File: src/rtl/pause_det_pkg.sv
package pause_det_pkg;

  // Control field values that identify a pause request
  localparam logic [15:0] CTRL_ETHERTYPE = 16'h8808;
  localparam logic [15:0] PAUSE_OPCODE   = 16'h0001;

  // Byte offset of the first control field (type word) inside the frame
  localparam int unsigned CTRL_FIELD_BASE  = 12;
  // Type, opcode and operand: three 16-bit words
  localparam int unsigned CTRL_FIELD_BYTES = 6;

  typedef struct packed {
    logic [15:0] ftype;
    logic [15:0] opcode;
    logic [15:0] operand;
  } ctrl_fields_t;

endpackage

File: src/rtl/pause_byte_counter.sv
module pause_byte_counter #(
  parameter int unsigned CNT_W = 7
) (
  input  logic             clk,
  input  logic             rst_n,
  input  logic             sof,
  input  logic             valid,
  input  logic             eof,
  output logic             frame_open,
  output logic             byte_take,
  output logic [CNT_W-1:0] byte_idx,
  output logic [CNT_W-1:0] len_now
);

  localparam logic [CNT_W-1:0] CNT_MAX = {CNT_W{1'b1}};

  logic             open_q, open_d;
  logic [CNT_W-1:0] cnt_q, cnt_d;
  logic [CNT_W-1:0] cnt_inc;
  logic             cnt_en;

  always_comb begin
    frame_open = open_q | sof;
    byte_idx   = sof ? '0 : cnt_q;
    byte_take  = frame_open & valid;
    cnt_inc    = (byte_idx == CNT_MAX) ? CNT_MAX : byte_idx + 1'b1;
    len_now    = byte_take ? cnt_inc : byte_idx;
    cnt_en     = frame_open;
    cnt_d      = len_now;
    open_d     = frame_open & ~eof;
  end

  always_ff @(posedge clk or negedge rst_n) begin
    if (!rst_n) begin
      open_q <= 1'b0;
      cnt_q  <= '0;
    end else begin
      open_q <= open_d;
      if (cnt_en) cnt_q <= cnt_d;
    end
  end

endmodule

File: src/rtl/pause_field_capture.sv
module pause_field_capture
  import pause_det_pkg::*;
#(
  parameter int unsigned CNT_W = 7
) (
  input  logic             clk,
  input  logic             rst_n,
  input  logic             sof,
  input  logic             byte_take,
  input  logic [CNT_W-1:0] byte_idx,
  input  logic [7:0]       data,
  output ctrl_fields_t     fields
);

  logic [7:0] fb_q [CTRL_FIELD_BYTES];

  for (genvar k = 0; k < CTRL_FIELD_BYTES; k++) begin : g_slot
    localparam logic [CNT_W-1:0] SLOT_POS = CNT_W'(CTRL_FIELD_BASE + k);
    logic       hit;
    logic       en;
    logic [7:0] nxt;

    always_comb begin
      hit = byte_take && (byte_idx == SLOT_POS);
      en  = hit | sof;
      nxt = hit ? data : 8'h00;
    end

    always_ff @(posedge clk or negedge rst_n) begin
      if (!rst_n)  fb_q[k] <= 8'h00;
      else if (en) fb_q[k] <= nxt;
    end
  end

  // Big-endian: lower offset is the high byte of each word
  always_comb begin
    fields.ftype   = {fb_q[0], fb_q[1]};
    fields.opcode  = {fb_q[2], fb_q[3]};
    fields.operand = {fb_q[4], fb_q[5]};
  end

endmodule

File: src/rtl/pause_decision.sv
module pause_decision
  import pause_det_pkg::*;
#(
  parameter int unsigned CNT_W     = 7,
  parameter int unsigned FRAME_LEN = 64
) (
  input  logic             clk,
  input  logic             rst_n,
  input  logic             eof,
  input  logic             frame_open,
  input  logic [CNT_W-1:0] len_now,
  input  ctrl_fields_t     fields,
  input  logic             addr_hit,
  input  logic             frame_good,
  output logic             req,
  output logic [15:0]      ptime
);

  localparam logic [CNT_W-1:0] LEN_EXACT = CNT_W'(FRAME_LEN);

  logic        req_q, req_d;
  logic [15:0] time_q, time_d;
  logic        len_ok, type_ok, op_ok, accept;

  always_comb begin
    len_ok  = (len_now == LEN_EXACT);
    type_ok = (fields.ftype == CTRL_ETHERTYPE);
    op_ok   = (fields.opcode == PAUSE_OPCODE);
    accept  = eof & frame_open & addr_hit & frame_good & len_ok & type_ok & op_ok;
    req_d   = accept;
    time_d  = fields.operand;
  end

  always_ff @(posedge clk or negedge rst_n) begin
    if (!rst_n) begin
      req_q  <= 1'b0;
      time_q <= 16'h0000;
    end else begin
      req_q <= req_d;
      if (accept) time_q <= time_d;
    end
  end

  assign req   = req_q;
  assign ptime = time_q;

endmodule

File: src/rtl/pause_frame_detector.sv
module pause_frame_detector
  import pause_det_pkg::*;
#(
  parameter int unsigned FRAME_LEN = 64
) (
  input  logic        clk,
  input  logic        rst_n,
  input  logic        rx_sof,
  input  logic        rx_valid,
  input  logic [7:0]  rx_data,
  input  logic        rx_eof,
  input  logic        rx_addr_hit,
  input  logic        rx_frame_good,
  output logic        pause_req,
  output logic [15:0] pause_time
);

  // One extra bit so a saturated count can never alias the exact length
  localparam int unsigned CNT_W = $clog2(FRAME_LEN) + 1;

  logic             frame_open;
  logic             byte_take;
  logic [CNT_W-1:0] byte_idx;
  logic [CNT_W-1:0] len_now;
  ctrl_fields_t     fields;

  pause_byte_counter #(.CNT_W(CNT_W)) u_cnt (
    .clk        (clk),
    .rst_n      (rst_n),
    .sof        (rx_sof),
    .valid      (rx_valid),
    .eof        (rx_eof),
    .frame_open (frame_open),
    .byte_take  (byte_take),
    .byte_idx   (byte_idx),
    .len_now    (len_now)
  );

  pause_field_capture #(.CNT_W(CNT_W)) u_cap (
    .clk       (clk),
    .rst_n     (rst_n),
    .sof       (rx_sof),
    .byte_take (byte_take),
    .byte_idx  (byte_idx),
    .data      (rx_data),
    .fields    (fields)
  );

  pause_decision #(.CNT_W(CNT_W), .FRAME_LEN(FRAME_LEN)) u_dec (
    .clk        (clk),
    .rst_n      (rst_n),
    .eof        (rx_eof),
    .frame_open (frame_open),
    .len_now    (len_now),
    .fields     (fields),
    .addr_hit   (rx_addr_hit),
    .frame_good (rx_frame_good),
    .req        (pause_req),
    .ptime      (pause_time)
  );

endmodule

File: config.mk
export PLATFORM = sky130hd
export DESIGN_NAME = pause_frame_detector
export DESIGN_NICKNAME = d
export VERILOG_FILES = /design/src/rtl/pause_det_pkg.sv /design/src/rtl/pause_byte_counter.sv /design/src/rtl/pause_field_capture.sv /design/src/rtl/pause_decision.sv /design/src/rtl/pause_frame_detector.sv
export SDC_FILE = /design/constraint.sdc
export NUM_CORES = 1
export LEC_CHECK = 0
export ABC_CLOCK_PERIOD_IN_PS = 2950
export CAP_MARGIN = 20
export CORE_ASPECT_RATIO = 0.9
export CORE_MARGIN = 2
export CORE_UTILIZATION = 42
export CTS_CLUSTER_SIZE = 24
export DETAILED_ROUTE_END_ITERATION = 7
export PLACE_DENSITY = 0.62
export SYNTH_ARGS = -nofsm -noshare
export SYNTH_HDL_FRONTEND = slang
export SYNTH_SLANG_ARGS = --single-unit
File: constraint.sdc
create_clock -name clk -period 2.95 [get_ports clk]
set_clock_uncertainty 0.15 [all_clocks]
set_input_delay 0.59 -clock clk [delete_from_list [all_inputs] [get_ports clk]]
set_output_delay 0.59 -clock clk [all_outputs]
set_load 0.01 [all_outputs]
# After elaboration in Yosys (flattened, before gate mapping)
# Cells that the tools add are included.
# word_totals
inputBits	15
register_bits	73
out_inout_bits	17
word_cells	52
# classes
add_sub_neg	1
reduce_logical	6
eq_ne	10
bitwise_logic	16
muxes	9
# ops
operator	count
$mux W8	6
$eq A7 B4 Y1 const B	4
$mux W7	3
$eq A16 B1 Y1 const B	1
$eq A16 B16 Y1 const B	1
$eq A7 B5 Y1 const B	2
$eq A7 B7 Y1 const B	2
$and A1 B1 Y1	8
$add A7 B1 Y7 const B	1
$or A1 B1 Y1	7
$logic_and A1 B1 Y1	6
$not A1 Y1	1

# Longest topological paths before layout
# Gate-level depths: netlist of the first run.
# logic_depth
word_depth	8
ltp_mapped	12
depth_no_buf	8

# Cells and area by module
# From an unflattened synthesis of the first run, not the netlist that was laid out.
# unflattened
hier_cells	269
hier_area_um2	3621.0
# modules_own_cells
mod	cells_each	seq_area_each_um2	area_per_inst_um2	n_inst
pause_field_capture	162	1201.2	2219.6	1
pause_decision	50	425.4	817.0	1
pause_byte_counter	57	200.2	584.3	1

# Worst setup path before layout of the first run
# Ideal clock, no wire load.
# synth_timing
path_kind	input -> register
start	input port rx_sof
end	register u_dec.time_q[10] (netlist: u_dec.ptime[10])
setup_slack_ns	-0.393
required_ns	2.675
cell_stages	12
n_path_buf	4
setup_ns	0.125
arrival_time_ns	3.068
path_cell_list	clkbuf_8 > nor2b_1 > clkbuf_1 > ha_1 > and3_1 > nand3_1 > a2111oi_2 > o21ai_1 > or4_1 > buf_6 > buf_12 > mux2_4
# synth_via
elab_chain_cells	8
word_cells_on_any_way	14
classes_between	add/sub: 1; eq/ne: 2; mux: 3; bitwise: 8
# synth_rtl
element	line	rtl
start, declared	pause_frame_detector.sv:8	input logic rx_sof,
$mux W7	pause_byte_counter.sv:24	byte_idx = sof ? '0 : cnt_q;
$add A7 B1 Y7 or $eq A7 B7 Y1 (tied branches)	pause_byte_counter.sv:26	cnt_inc = (byte_idx == CNT_MAX) ? CNT_MAX : byte_idx + 1'b1;
$mux W7	pause_byte_counter.sv:26	
$mux W7	pause_byte_counter.sv:27	len_now = byte_take ? cnt_inc : byte_idx;
$eq A7 B7 Y1	pause_decision.sv:26	len_ok = (len_now == LEN_EXACT);
$and A1 B1 Y1 (*) (3 in series)	pause_decision.sv:29	accept = eof & frame_open & addr_hit & frame_good & len_ok & type_ok & op_ok;
end signal, assigned	pause_decision.sv:40	if (accept) time_q <= time_d;
end, declared	pause_decision.sv:22	logic [15:0] time_q, time_d;
# Mark *: on every way between the ends. The rest lies on a longest branch, timed or not.
# A chain may end at the register's enable or synchronous reset.

# Worst setup path in the final report of the first run
# layout_timing
start	input port rx_valid
end	register u_dec.time_q[12] (netlist: u_dec.ptime[12])
# layout_via
elab_chain_cells	6
# layout_rtl
element	line	rtl
start, declared	pause_frame_detector.sv:9	input logic rx_valid,
$and A1 B1 Y1	pause_byte_counter.sv:25	byte_take = frame_open & valid;
$mux W7	pause_byte_counter.sv:27	
$eq A7 B7 Y1	pause_decision.sv:26	
$and A1 B1 Y1 (3 in series)	pause_decision.sv:29	
# Every way passes these cells.

==> reports/results.txt, run 1 <==
Status - complete, no violations
Clock Path Buffers - 2
Cells after DPL - 442
Register area share after synthesis - 0.567
Num rows - 30
Largest net degree at the start of global routing - 47
IO Port Bufs - 31
Max-cap viol count - 0
Flop-to-flop setup slack - 0.23 ns
Clock transition at path regs - 0.08 ns
Adder-cell area share of the yosys netlist - 0.0155
WL/cell - 15.1 µm
CP Capture Type - register
GPL Wtd Cong - 0.867
Area of the multi-input gates - 0.00126 mm²
Worst-path fanout max - 16
Initial Utilization - 0.429
Worst R2R Path Depth - 10
F_max - 359 MHz
Global-route wire length before repair - 11700 µm
I/O pin total - 32
R2R Path Start - u_cnt.cnt_q[1]$_DFFE_PN0N_
Chip Height - 87.1 µm
Arrival time at the worst endpoint - 2.87 ns
Cell area after synthesis - 0.00322 mm²
CTS Buf Count - 9
Post-synth ARST share - 1.00
Max VDD drop - 0.000311 V
Fin crit share - 0.943
Pint - 0.00145 W
Syn Nets - 324
Die footprint - 0.00839 mm²
# diodes - 0
Slowest stage delay, CP - 0.58 ns
Comb pwr share - 0.064
Layout cells sized above 1 - 0.221
DRC viols - 0
Delay-heaviest family, CP - simple AND/OR/NAND/NOR gates
TritonCTS clock tree - built
Mapped Cells - 305
Synthesized flop and latch total - 73
Non-Filler Instances - 462
Gr usage total - 0.187
CTS Sinks - 73
YS warnings - 0
Area grow syn2layout - 25.7%
Vias - 2411
Unrepaired setup endpoints after global routing - no
Vias in the first global route - 2323
Compound-Gate Fraction of Synth Area - 0.110
Clock root buffer - clkbuf_8
Slew of the pin with the lowest slew margin - 0.655 ns
First DRT Iteration DRCs - 95
Endpoints failing setup - 0
Post-synth EDFFs - 0
Pins Over Slew Limit - 0
Fin util - 0.539
Critical Path RT - 3.04 ns
WL final - 6980 µm
Relative slew slack - 0.563
Worst Path Buf+Inv - 2
Hold crit path type - input pin to async pin
Largest family of logic cells by synthesized area - simple AND/OR/NAND/NOR gates
Slowest CP cell - clkdlybuf4s50_1
Hold-fix buffers, CTS - 0
Clock Power Share - 0.414
Worst path cell trace - clkdlybuf4s50_1 > and3_1 > nand4_1 > xor2_1 > a31oi_1 > or4_4 > buf_12 > mux2_4
Drt first pass iters - 4
Congestion Overflow GR - 0
Synth unique cells - 39
Register area - 0.00183 mm²
Pwr Density - 478 mW/mm²
Post-DP HPWL - 4900 µm
Die X - 96.3 µm
Fraction of the mapped netlist area in simple logic gates - 0.183
Sequential Power Share - 0.522
Final hold slack - 0.106 ns
CTS H-Tree Depth - 3
Commonest register cell after synthesis - dfrtp_1
Initial antenna violation count - 0
Sw Pwr - 0.000481 W
Core Area - 0.00751 mm²
Mux share of post-synthesis cell area - 0.0738
Fill cell total of the finished layout - 672
Syn Area/Cell - 10.6 µm²
Reg2reg end - u_dec.ptime[12]$_DFFE_PN0P_
Vias per std cell - 5.22
Antenna-violating nets left - 0
Startpoint Class - input pin
Sw frac - 0.249
# nets final - 380
Min Tclk post-route - 2.78 ns
Final Hold Violating Endpoints - 0
Worst skew pair latency - 0.35 ns
XOR/XNOR Fraction of Synth Area - 0.00272
P_leak - 1.86 nW
Worst Setup Path Type - input pin to register
cell usage after synthesis, types with 2 or more instances:
cell	instances	area, µm²
a21oi_1	2	10.0
and3_1	4	25.0
clkbuf_1	15	56.3
dfrtp_1	73	1830
ha_1	4	50.1
inv_1	10	37.5
mux2_2	6	67.6
mux2_4	10	150
mux2i_1	2	20.0
nand2_1	38	143
nand3_1	40	200
nand4_1	4	25.0
nor2_1	10	37.5
nor2b_1	4	25.0
nor3_1	2	10.0
nor4_1	4	25.0
nor4b_1	3	26.3
nor4b_2	3	45.0
o21ai_0	51	255
cell usage in the layout (no fill, tap or decap), drive strengths merged, types with 2 or more instances in the layout:
cell and instances:
clkdlybuf4s50 29, nand2 38, nor4 4, buf 35, dfrtp 73, a21oi 2
nand3 40, nor2b 4, mux2 16, mux2i 2, ha 4, nand4 4
and3 4, a31oi 2, inv 14, nor2 10, o21ai 53, clkinv 2
nor3 2, clkbuf 9, nor4b 6
worst max-delay path by stage:
stage                        start                           to  slack, ns  depth (start not counted)
after floorplan             rx_sof  u_dec.ptime[10]$_DFFE_PN0P_      -0.15                         12
after global placement      rx_sof  u_dec.ptime[14]$_DFFE_PN0P_      -0.44                         10
after detailed placement    rx_sof   u_dec.ptime[8]$_DFFE_PN0P_      -0.49                         10
after CTS                 rx_valid  u_dec.ptime[12]$_DFFE_PN0P_       0.20                          8
after global routing        rx_sof   u_dec.ptime[9]$_DFFE_PN0P_       0.09                         10
final                     rx_valid  u_dec.ptime[12]$_DFFE_PN0P_       0.17                          8
through the flow:
step / area [µm²] / power (W) / setup WS, ns / setup TNS [ns]
after floorplan: 3240 / 0.00108 / -0.145 / -1.45
after global placement: 3800 / 0.00115 / -0.439 / -6.86
after detailed placement: 3800 / 0.00115 / -0.490 / -7.56
after CTS: 4050 / 0.00195 / 0.196 / 0
after global routing: 4050 / 0.00201 / 0.0867 / 0
final: 4050 / 0.00193 / 0.168 / 0
flip-flops by register name (all words and copies together), names as in the netlist:
| register | cells |
|---|---|
| u_dec.req | 1 |
| u_cnt.open_q | 1 |
| u_cnt.cnt_q | 7 |
| u_cap.fields | 48 |
| u_dec.ptime | 16 |
layout make-up:
class,count,share of cell area
clock buffer,9,0.0306
clock inverter,7,0.0192
inverter,11,0.0108
multi-input combinational,201,0.311
sequential,73,0.451
tap,96,0.0297
timing repair buffer,65,0.147
per-layer routing:
metal  up-vias  global-route usage  share of wire
li1       1177                   -              -
met1      1186               0.270           0.50
met3         6              0.0485          0.035
met4         0              0.0538          0.010
met5         -                   0              0
met2        42               0.279           0.46
timing repair:
action	in CTS	in global routing
buffers inserted	4	0
setup endpoints to repair	16	0
resized for setup	6	0
cell families (layout without fill, tap and decap cells):
group	count (synthesis)	count (layout)
AO/OA/AOI/OAI	63	63
XOR/XNOR	1	1
adder cells (fa/ha/maj)	4	4
buffers and inverters	31	92
flip-flops	73	73
multiplexers	18	18
AND/OR/NAND/NOR	115	115
power by group through the flow:
stage          logic [W]  clock network [W]  registers, W
2_1_floorplan  0.0000494                  0       0.00103
3_3_place_gp    0.000125                  0       0.00103
6_report        0.000124           0.000800       0.00101
5_1_grt         0.000138           0.000860       0.00101
3_5_place_dp    0.000125                  0       0.00103
4_1_cts         0.000126           0.000816       0.00101
No activity file was read; power rests on OpenSTA's default activity.
==> inputs of run 2 (changes only) <==
Settings changed: CORE_ASPECT_RATIO 0.9 to 0.6, CORE_UTILIZATION 42 to 30, PLACE_DENSITY 0.62 to 0.47, SLEW_MARGIN set to 10.
==> run 2 against run 1 <==
Effect of this change:
- non-clock buffer count is 4 lower
- critical path depth is 2 higher
- combinational power hardly changed
- die area is 38% higher
- critical path type unchanged
- critical endpoint is now u_dec.ptime[9]$_DFFE_PN0P_
- core utilization is 14 points lower
==> reports/results.txt, run 2 (synthesis results as in run 1) <==
GR Util met1 - 0.230
Arrival time at the worst endpoint - 2.87 ns
CTS Buf Count - 9
Vias - 2361
Worst R2R Path Depth - 11
Post-DP HPWL - 5450 µm
Pins Over Slew Limit - 0
First DRT Iteration DRCs - 160
WL final - 7810 µm
WL/cell - 15.6 µm
Largest net degree at the start of global routing - 74
Met3 GRT Util - 0.0562
# diodes - 0
Die X - 138 µm
Cells after DPL - 484
Clock root buffer - clkbuf_16
Vias in the first global route - 2440
Status - complete, no violations
Area grow syn2layout - 29.0%
Clock Path Buffers - 2
CTS H-Tree Depth - 3
Max VDD drop - 0.000269 V
TritonCTS clock tree - built
Chip Height - 84.3 µm
I/O pin total - 32
P_leak - 1.89 nW
CP Capture Type - register
DRC viols - 0
CTS Sinks - 73
Global-route wire length before repair - 13000 µm
R2R Path Start - u_cnt.cnt_q[0]$_DFFE_PN0N_
Most frequent cells in the layout - dfrtp_1, o21ai_0, nand3_1
Non-Filler Instances - 501
Crit path to - u_dec.ptime[9]$_DFFE_PN0P_
Max FFs per register - 48
Reg2reg end - u_dec.ptime[9]$_DFFE_PN0P_
F_max - 357 MHz
Gr busiest metal - met1
Slew of the pin with the lowest slew margin - 0.929 ns
Startpoint Class - input pin
Beginning of the critical path - rx_sof
Final Hold Violating Endpoints - 0
Num rows - 29
Initial Utilization - 0.306
Max-cap viol count - 0
Gr usage total - 0.150
Antenna-violating nets left - 0
Worst Setup Path Type - input pin to register
Drt first pass iters - 4
Clock transition at path regs - 0.05 ns
Endpoints failing setup - 0
Pwr Density - 543 mW/mm²
Layout cells sized above 1 - 0.207
GPL Wtd Cong - 0.807
Unrepaired setup endpoints after global routing - no
Relative slew slack - 0.380
Flop-to-flop setup slack - 0.23 ns
IO Port Bufs - 31
Congestion Overflow GR - 0
# nets final - 376
Initial antenna violation count - 0
Worst-path fanout max - 16
Hold-fix buffers, CTS - 0
Worst skew pair latency - 0.34 ns
Min Tclk post-route - 2.80 ns
Critical Path RT - 3.02 ns
Core Area - 0.0105 mm²
Vias per std cell - 4.71
Die footprint - 0.0116 mm²
Final hold slack - 0.229 ns
GRT met2 Usage - 0.190
Total power - 0.00226 W
Hold crit path type - input pin to async pin
Fin crit share - 0.949
Commonest non-fill, non-tap cell in the layout - dfrtp_1
run 2: cell count changes in the layout (fill, tap and decap cells not counted), moves of 2 or more:
cell	delta
buf_12	-2
clkbuf_8	-6
inv_6	-3
clkbuf_1	+2
clkbuf_16	+9
run 2: how the worst min path moves through the flow:
stage                                      startpoint                          end  slack, ns  cells past startpoint
after CTS                                       rst_n   u_cnt.cnt_q[5]$_DFFE_PN0N_       0.29                      1
after detailed placement   u_dec.ptime[1]$_DFFE_PN0P_   u_dec.ptime[1]$_DFFE_PN0P_       0.34                      1
final                                           rst_n   u_cnt.cnt_q[2]$_DFFE_PN0N_       0.23                      1
after floorplan                                 rst_n  u_cap.fields[0]$_DFFE_PN0P_       0.14                      0
after global routing                            rst_n   u_cnt.cnt_q[5]$_DFFE_PN0N_       0.30                      1
after global placement    u_cap.fields[9]$_DFFE_PN0P_   u_dec.ptime[9]$_DFFE_PN0P_       0.34                      1
run 2: worst max-delay path, stage by stage:
cell and delay [ns]:
dlygate4sd2_1 0.29, nor2b_2 0.20, ha_4 0.15, and3_1 0.16, nand4_1 0.15, xor2_1 0.17
a31oi_1 0.12, or4_4 0.56, buf_12 0.17, mux2_4 0.29
run 2: metal layers:
metal,share of wire,vias up
met3,0.061,11
met5,0,-
met4,0.013,0
li1,-,1170
met2,0.38,53
met1,0.54,1127
run 2: layout make-up:
cell class	count	area, µm²
clock buffers	14	274
clock inverters	2	35.0
multi-input cells	201	1260
well taps	139	174
fillers	1059	6360
inverters	11	43.8
repair buffers	61	544
flip-flops and latches	73	1830
run 2: per-stage QoR:
stage / setup TNS, ns / utilization / worst slack (ns) / instance area [µm²]
2_1_floorplan: -1.45 / - / -0.145 / 3240
3_3_place_gp: -7.62 / 0.365 / -0.489 / 3840
3_5_place_dp: -8.70 / 0.365 / -0.560 / 3840
4_1_cts: 0 / 0.395 / 0.0967 / 4150
5_1_grt: 0 / 0.395 / 0.0300 / 4160
6_report: 0 / 0.395 / 0.150 / 4160
run 2: report_power, final:
group	internal [W]	total [W]	switching, W
clock network	0.000723	0.00112	0.000398
registers	0.00101	0.00101	0.00000652
logic	0.0000468	0.000123	0.0000759
run 2: repair_timing:
item / 4_1_cts / 5_1_grt
cloned: 0 / 0
buffers inserted: 1 / 0
pin swaps: 0 / 1
endpoints found under the setup margin: 16 / 10
resized for setup: 2 / 1
